### src/rtl/burst_splitter_pkg.sv
package burst_splitter_pkg;

    typedef enum logic [0:0] {
        BS_IDLE = 1'b0,
        BS_RUN  = 1'b1
    } bs_state_e;

    localparam int unsigned BS_WORD_BYTES = 4;

endpackage

### src/rtl/bs_addr_step.sv
module bs_addr_step #(
    parameter int unsigned AW           = 32,
    parameter int unsigned REGION_BYTES = 1024
) (
    input  logic [AW-1:0] cur_addr,
    output logic [AW-1:0] nxt_addr,
    output logic          nxt_region_start
);
    localparam int unsigned RB = $clog2(REGION_BYTES);

    always_comb begin
        nxt_addr         = cur_addr + AW'(burst_splitter_pkg::BS_WORD_BYTES);
        nxt_region_start = (nxt_addr[RB-1:0] == '0);
    end
endmodule

### src/rtl/bs_count_clamp.sv
module bs_count_clamp #(
    parameter int unsigned CW        = 5,
    parameter int unsigned MAX_WORDS = 16
) (
    input  logic [CW-1:0] raw_count,
    output logic [CW-1:0] eff_count,
    output logic          is_zero
);
    always_comb begin
        if (raw_count > CW'(MAX_WORDS)) begin
            eff_count = CW'(MAX_WORDS);
        end else begin
            eff_count = raw_count;
        end
        is_zero = (raw_count == '0);
    end
endmodule

### src/rtl/burst_splitter.sv
module burst_splitter #(
    parameter int unsigned AW           = 32,
    parameter int unsigned MAX_WORDS    = 16,
    parameter int unsigned REGION_BYTES = 1024,
    localparam int unsigned CW          = $clog2(MAX_WORDS + 1)
) (
    input  logic          clk,
    input  logic          rst_n,
    input  logic          req_valid,
    input  logic [AW-1:0] req_addr,
    input  logic [CW-1:0] req_words,
    input  logic          req_write,
    output logic          req_ready,
    output logic          bus_valid,
    output logic [AW-1:0] bus_addr,
    output logic          bus_write,
    output logic          bus_seq,
    input  logic          bus_ready,
    output logic          done
);
    import burst_splitter_pkg::*;

    typedef struct packed {
        bs_state_e     state;
        logic [AW-1:0] addr;
        logic [CW-1:0] left;
        logic          write;
        logic          seq;
        logic          done;
    } bs_regs_t;

    bs_regs_t      r_q, r_d;
    logic [AW-1:0] step_addr;
    logic          step_edge;
    logic [CW-1:0] eff_words;
    logic          zero_words;

    bs_addr_step #(
        .AW           (AW),
        .REGION_BYTES (REGION_BYTES)
    ) u_step (
        .cur_addr         (r_q.addr),
        .nxt_addr         (step_addr),
        .nxt_region_start (step_edge)
    );

    bs_count_clamp #(
        .CW        (CW),
        .MAX_WORDS (MAX_WORDS)
    ) u_clamp (
        .raw_count (req_words),
        .eff_count (eff_words),
        .is_zero   (zero_words)
    );

    always_comb begin
        r_d      = r_q;
        r_d.done = 1'b0;
        unique case (r_q.state)
            BS_IDLE: begin
                if (req_valid && !zero_words) begin
                    r_d.state = BS_RUN;
                    r_d.addr  = {req_addr[AW-1:2], 2'b00};
                    r_d.left  = eff_words;
                    r_d.write = req_write;
                    r_d.seq   = 1'b0;
                end
            end
            BS_RUN: begin
                if (bus_ready) begin
                    if (r_q.left == CW'(1)) begin
                        r_d.state = BS_IDLE;
                        r_d.left  = '0;
                        r_d.seq   = 1'b0;
                        r_d.done  = 1'b1;
                    end else begin
                        r_d.addr = step_addr;
                        r_d.left = r_q.left - CW'(1);
                        r_d.seq  = !step_edge;
                    end
                end
            end
            default: r_d.state = BS_IDLE;
        endcase
    end

    always_ff @(posedge clk) begin
        if (!rst_n) begin
            r_q <= '{state: BS_IDLE, addr: '0, left: '0, write: 1'b0, seq: 1'b0, done: 1'b0};
        end else begin
            r_q <= r_d;
        end
    end

    assign req_ready = (r_q.state == BS_IDLE);
    assign bus_valid = (r_q.state == BS_RUN);
    assign bus_addr  = r_q.addr;
    assign bus_write = r_q.write;
    assign bus_seq   = r_q.seq;
    assign done      = r_q.done;
endmodule

### config.mk
export PLATFORM = sky130hd
export DESIGN_NAME = burst_splitter
export DESIGN_NICKNAME = d
export VERILOG_FILES = /design/src/rtl/burst_splitter_pkg.sv /design/src/rtl/bs_addr_step.sv /design/src/rtl/bs_count_clamp.sv /design/src/rtl/burst_splitter.sv
export SDC_FILE = /design/constraint.sdc
export NUM_CORES = 1
export LEC_CHECK = 0
export ABC_AREA = 1
export ABC_CLOCK_PERIOD_IN_PS = 1900
export CORE_AREA = 2 2 81 83
export DETAILED_ROUTE_END_ITERATION = 10
export DIE_AREA = 0 0 83 85
export HOLD_SLACK_MARGIN = 0.1
export PLACE_DENSITY = 0.81
export SYNTH_ARGS = -nofsm -noshare
export SYNTH_HDL_FRONTEND = slang
export SYNTH_SLANG_ARGS = --single-unit
### constraint.sdc
create_clock -name clk -period 1.9 [get_ports clk]
set_input_delay 0.19 -clock clk [delete_from_list [all_inputs] [get_ports clk]]
set_output_delay 0.19 -clock clk [all_outputs]
set_load 0.01 [all_outputs]
# Word-level counts from Yosys, hierarchy flattened
# Cells that the tools add are included.
dict set report op_classes {
  eq_ne 4
  n_bitwise 1
  add_sub_neg 2
  mux 11
  reduce_logical 9
  order_cmp 1
}
# cell n
set op_table {}
lappend op_table {{38-bit one-hot mux with 2 select lines} 1}
lappend op_table {{40-bit 2-to-1 mux} 1}
lappend op_table {{38-bit 2-to-1 mux} 1}
lappend op_table {{32-bit by 3-bit adder with 32-bit output (second input constant)} 1}
lappend op_table {{32-bit 2-to-1 mux} 1}
lappend op_table {{10-bit logical NOT} 1}
lappend op_table {{5-bit 2-to-1 mux} 2}
lappend op_table {{3-bit AND reduction} 2}
lappend op_table {{5-bit by 1-bit == test with 1-bit output (second input constant)} 1}
lappend op_table {{5-bit greater-than comparator (second input constant)} 1}
lappend op_table {{5-bit logical NOT} 1}
lappend op_table {{5-bit by 1-bit subtractor with 5-bit output (second input constant)} 1}
lappend op_table {{2-bit inequality test (second input constant)} 2}
lappend op_table {{2-bit AND reduction} 2}
lappend op_table {{1-bit 2-to-1 mux} 3}
lappend op_table {{1-bit logical NOT} 2}
lappend op_table {{2-bit 2-to-1 mux} 1}
lappend op_table {{2-bit by 1-bit inequality test with 1-bit output (second input constant)} 1}
lappend op_table {{1-bit one-hot mux with 2 select lines} 1}
lappend op_table {{1-bit logical AND} 1}
lappend op_table {{1-bit inverter} 1}
dict set report totals {
  wordCells 34
  reg_bits 41
  output_inout_bits 37
  input_bits 42
}

# Logic depth before layout (Yosys ltp)
# Gate-level depths: netlist (run 1).
dict set report logic_depth {
  ltp_word 6
  mapped_depth 9
  mapped_depth_nobuf 9
}

# By module
# Synthesis (run 1) repeated with hierarchy kept, for this count alone.
dict set report hier_totals {
  hier_cells 575
  area_unflattened_um2 3432.0
}
# mod area_each_um2 cells_each seq_area_each_um2 n_inst
set by_module_without_submodules {}
lappend by_module_without_submodules {burst_splitter 2389.8 355 820.8 1}
lappend by_module_without_submodules {bs_addr_step 991.0 207 0.0 1}
lappend by_module_without_submodules {bs_count_clamp 51.3 13 0.0 1}

# Worst setup path after synthesis (run 1)
# OpenSTA, ideal clock, no wires.
dict set report synth_path {
  path_type {register -> register}
  startpoint {register r_q, in the netlist bus_addr[2]}
  endpoint {register r_q, in the netlist bus_addr[14]}
  synth_period_minus_slack_ns 1.398
  path_buffers 0
  slack_ns 0.502
  setup_time_ns 0.119
  required_time_ns 1.781
  path_stages_with_launch 9
  arrival_time_ns 1.278
  path_cell_list {dfxtp_1 ha_1 nand2_1 nor2_4 nand2_2 o21ai_0 o21ai_0 nand2_1 a21oi_1}
}
dict set report synth_via {
  elab_chain_len 4
}
# element line_no
set synth_rtl {}
lappend synth_rtl {{start: declaration} burst_splitter.sv:32} ;# bs_regs_t r_q, r_d;
lappend synth_rtl {{start signal: assignment} burst_splitter.sv:89} ;# r_q <= '{state: BS_IDLE, addr: '0, left: '0, write: 1'b0, seq: 1'b0, done: 1'b0};
lappend synth_rtl {{start signal: assignment} burst_splitter.sv:91} ;# r_q <= r_d;
lappend synth_rtl {{32-bit by 3-bit adder with 32-bit output} bs_addr_step.sv:12} ;# nxt_addr = cur_addr + AW'(burst_splitter_pkg::BS_WORD_BYTES);
lappend synth_rtl {{32-bit 2-to-1 mux} burst_splitter.sv:71} ;# if (r_q.left == CW'(1)) begin
lappend synth_rtl {{38-bit 2-to-1 mux} burst_splitter.sv:70} ;# if (bus_ready) begin
lappend synth_rtl {{38-bit one-hot mux with 2 select lines} burst_splitter.sv:59} ;# unique case (r_q.state)
# No other way between the ends. The select of a mux whose other input is x is not followed.
# A chain may end at the register's enable or synchronous reset.

# Worst setup path after layout (run 1)
dict set report layout_path {
  startpoint {register r_q, in the netlist bus_addr[2]}
  endpoint {register r_q, in the netlist bus_addr[28]}
}
# The elaborated chain is that of the path after synthesis.

==> results.py, run 1 <==
metrics = {
    "status": {
        "status": "completed",
    },
    "timing": {
        "slew_viol_final": 0,
        "finalSetupViolCount": 0,
        "whs_ns": 0.482,
        "fin_crit_sh_pct": 89.5,
        "setup-tns-final_ns": 0,
        "rsz0062_at_grt": "no",
        "hold_viol": 0,
        "clock_skew_ns": 0.00633,
        "fin_ws_ns": 0.199,
        "fmax_mhz": 588,
        "period_minus_slack_ns": 1.70,
    },
    "synth": {
        "syn-cell-area_um2": 3030,
        "ys_seq_elements": 39,
        "yosys_warnings": 0,
        "synthDistinctLibCells": 34,
        "synth-async-reset-ratio_pct": 0,
        "synth_common_cells": "109 x nand2_1, 60 x a21oi_1, 48 x inv_1, 48 x nor2_1, 39 x dfxtp_1",
        "synth_area_leaders": "dfxtp_1 26%, nand2_1 14%, a21oi_1 9.9%",
        "ys.flop_type": "dfxtp_1",
        "synth_top_area_share_pct": 25.8,
        "synth_edf_count": 0,
        "yosysMostFrequentCell": "nand2_1",
        "syn_inst": 481,
        "synth_seq_area_share_pct": 25.8,
        "avgSynthCellArea_um2": 6.30,
        "yosysTopAreaCell": "dfxtp_1",
    },
    "route": {
        "routed_wl_mm": 7.87,
        "vias": 3109,
        "first_pass_iters": 4,
        "viasPerCell": 5.16,
        "routedWlPerCell_um": 13.1,
        "drc": 0,
        "first_iter_violations": 127,
        "antenna_left": 0,
    },
    "setup_path": {
        "end_kind": "flop",
        "rr_endpoint": "bus_addr[28]",
        "required_ns": 2.09,
        "r2r-start": "bus_addr[2]",
        "path_max_fanout": 5,
        "critPathLaunchType": "flop",
        "startpoint": "bus_addr[2]",
        "critical_path_arrival_ns": 1.90,
        "crit_type": "reg2reg",
        "reg2regPathDepth": 8,
        "setup.worst_path.end": "bus_addr[28]",
        "rrSetupSlack_ns": 0.20,
    },
    "cts": {
        "clk_path_buf_depth": 2,
        "cts_resized": 0,
        "clk_pin_slew_ns": 0.09,
        "postCtsSetupBuffers": 0,
        "insertion_delay_ns": 0.30,
        "cts_tree": "yes",
        "cts_sinks": 39,
        "root_buffer": "clkbuf_8",
        "htreeDepth": 2,
        "ctsHoldBuffers": 0,
        "cts_buffers": 5,
    },
    "floorplan": {
        "die_h_um": 85,
        "die_area_um2": 7060,
        "boundaryPins": 79,
        "row_count": 29,
        "core_um2": 6200,
        "start_util_pct": 48.8,
        "die_x_um": 83,
    },
    "finish": {
        "drive_above_1_share_pct": 9.51,
        "syn2layout_area_growth_pct": 21.5,
        "diodes": 0,
        "fill_cells": 595,
        "nets": 570,
        "design_area_um2": 3680,
    },
    "worst_hold_path": {
        "hold_class": "reg2reg",
        "worstHoldPathCells": 2,
    },
    "placement": {
        "routabilityCongestion": 0.906,
        "post-place-ws_ns": 0.109,
        "dpl_cell_area_um2": 3590,
        "dp.final_hpwl_mm": 6.07,
        "io_buffers": 74,
    },
    "global_routing": {
        "grt_max_degree": 30,
        "grt_pass1_vias": 2982,
        "overflow": 0,
        "grtUsageTotal_pct": 23.0,
        "grt_pass1_wl_mm": 13.6,
        "antenna_found_initial": 0,
    },
    "pwr": {
        "power.static_leakage_nw": 1.36,
        "ir_drop_uv": 401,
        "fin_total_pwr_w": 0.00221,
        "power_density_nw_per_um2": 602,
    },
    "run": {
        "drv_cap": 0,
    },
}
placed cells by master (no fill, tap or decap), drive strengths merged:
cell type      synthesis  routed
a31oi                  3       3
nand4                  2       2
ha                     3       3
clkinvlp               0       2
conb                   1       2
nand2                119     119
nand3b                 2       2
o211ai                 2       2
o21bai                 1       1
dfxtp                 39      39
clkinv                 1       2
inv                   49      49
o221ai                 1       1
nor3                   4       4
buf                   41       8
nand3                 35      35
or2                    2       2
clkdlybuf4s50          0      74
xor2                   4       4
clkbuf                 5       5
a21oi                 60      60
o21ai                 45      45
nor2                  62      62
worst max-delay path, cell delays in order, from the launching register on:
cell     delay (ns)
dfxtp_1        0.41
ha_1           0.23
nand2_1        0.13
nor2_4         0.19
nand4_1        0.20
nor2_1         0.20
nand3_1        0.09
nand2_1        0.09
a21oi_1        0.06
registers in the layout (all words and copies together) (netlist names):
signal and cells:
bus_seq 1, bus_write 1, bus_valid 1, done 1, r_q 5, bus_addr 30
stage by stage:
stage	cells	utilization (%)
after floorplan	482	-
after global placement	595	57.9
after detailed placement	595	57.9
after CTS	603	59.3
after global routing	603	59.3
final	603	59.3
power by group:
part	internal, W	switching (W)	total, W
sequential	0.000894	0.000115	0.00101
combinational	0.000317	0.000308	0.000625
clock	0.000256	0.000325	0.000580
logic make-up after synthesis:
group,after synthesis,synth area share (%)
AND/OR/NAND/NOR,226,34.2
AO/OA/AOI/OAI,112,19.6
buffers and inverters,96,17.9
flip-flops,39,25.8
XOR/XNOR,4,1.16
adder cells (fa/ha/maj),3,1.24
other,1,0.124
final cells by class:
class | count | area (µm²) | area share (%)
clock buffers | 5 | 68.8 | 1.87
inverters | 50 | 190 | 5.17
multi-input cells | 347 | 1710 | 46.5
well taps | 77 | 96.3 | 2.62
flip-flops and latches | 39 | 781 | 21.2
clock inverters | 3 | 20.0 | 0.544
repair buffers | 82 | 813 | 22.1
worst min path at each step:
stage	to	slack [ns]	from
after global routing	bus_seq	0.50	bus_seq
after detailed placement	bus_seq	0.46	bus_seq
after floorplan	bus_valid	0.33	req_valid
final	bus_seq	0.48	bus_seq
after CTS	bus_seq	0.48	bus_seq
after global placement	bus_seq	0.46	bus_seq
metal layers:
layer	global-route usage (%)	share of wire, %
met1	28.9	46
met2	41.7	49
met3	3.70	4.1
met4	4.77	1.2
met5	0	0
Note: power is estimated with default switching activity, not from simulation.
==> inputs of run 2 (changes only) <==
--- a/config.mk
+++ b/config.mk
@@ -8,6 +8,7 @@
 export ABC_AREA = 1
 export ABC_CLOCK_PERIOD_IN_PS = 1900
 export CORE_AREA = 2 2 81 83
+export CTS_CLUSTER_SIZE = 25
 export DETAILED_ROUTE_END_ITERATION = 10
 export DIE_AREA = 0 0 83 85
 export HOLD_SLACK_MARGIN = 0.1
==> results of run 2 <==
No change in the layout: final DEF, timing and power equal those of run 1.
==> inputs of run 3 (changes only) <==
--- a/config.mk
+++ b/config.mk
@@ -8,6 +8,7 @@
 export ABC_AREA = 1
 export ABC_CLOCK_PERIOD_IN_PS = 1900
 export CORE_AREA = 2 2 81 83
+export CTS_BUF_LIST = sky130_fd_sc_hd__clkbuf_8 sky130_fd_sc_hd__clkbuf_16
 export CTS_CLUSTER_SIZE = 25
 export DETAILED_ROUTE_END_ITERATION = 10
 export DIE_AREA = 0 0 83 85
==> results of run 3 <==
No change in the layout: final DEF, timing and power equal those of run 1.
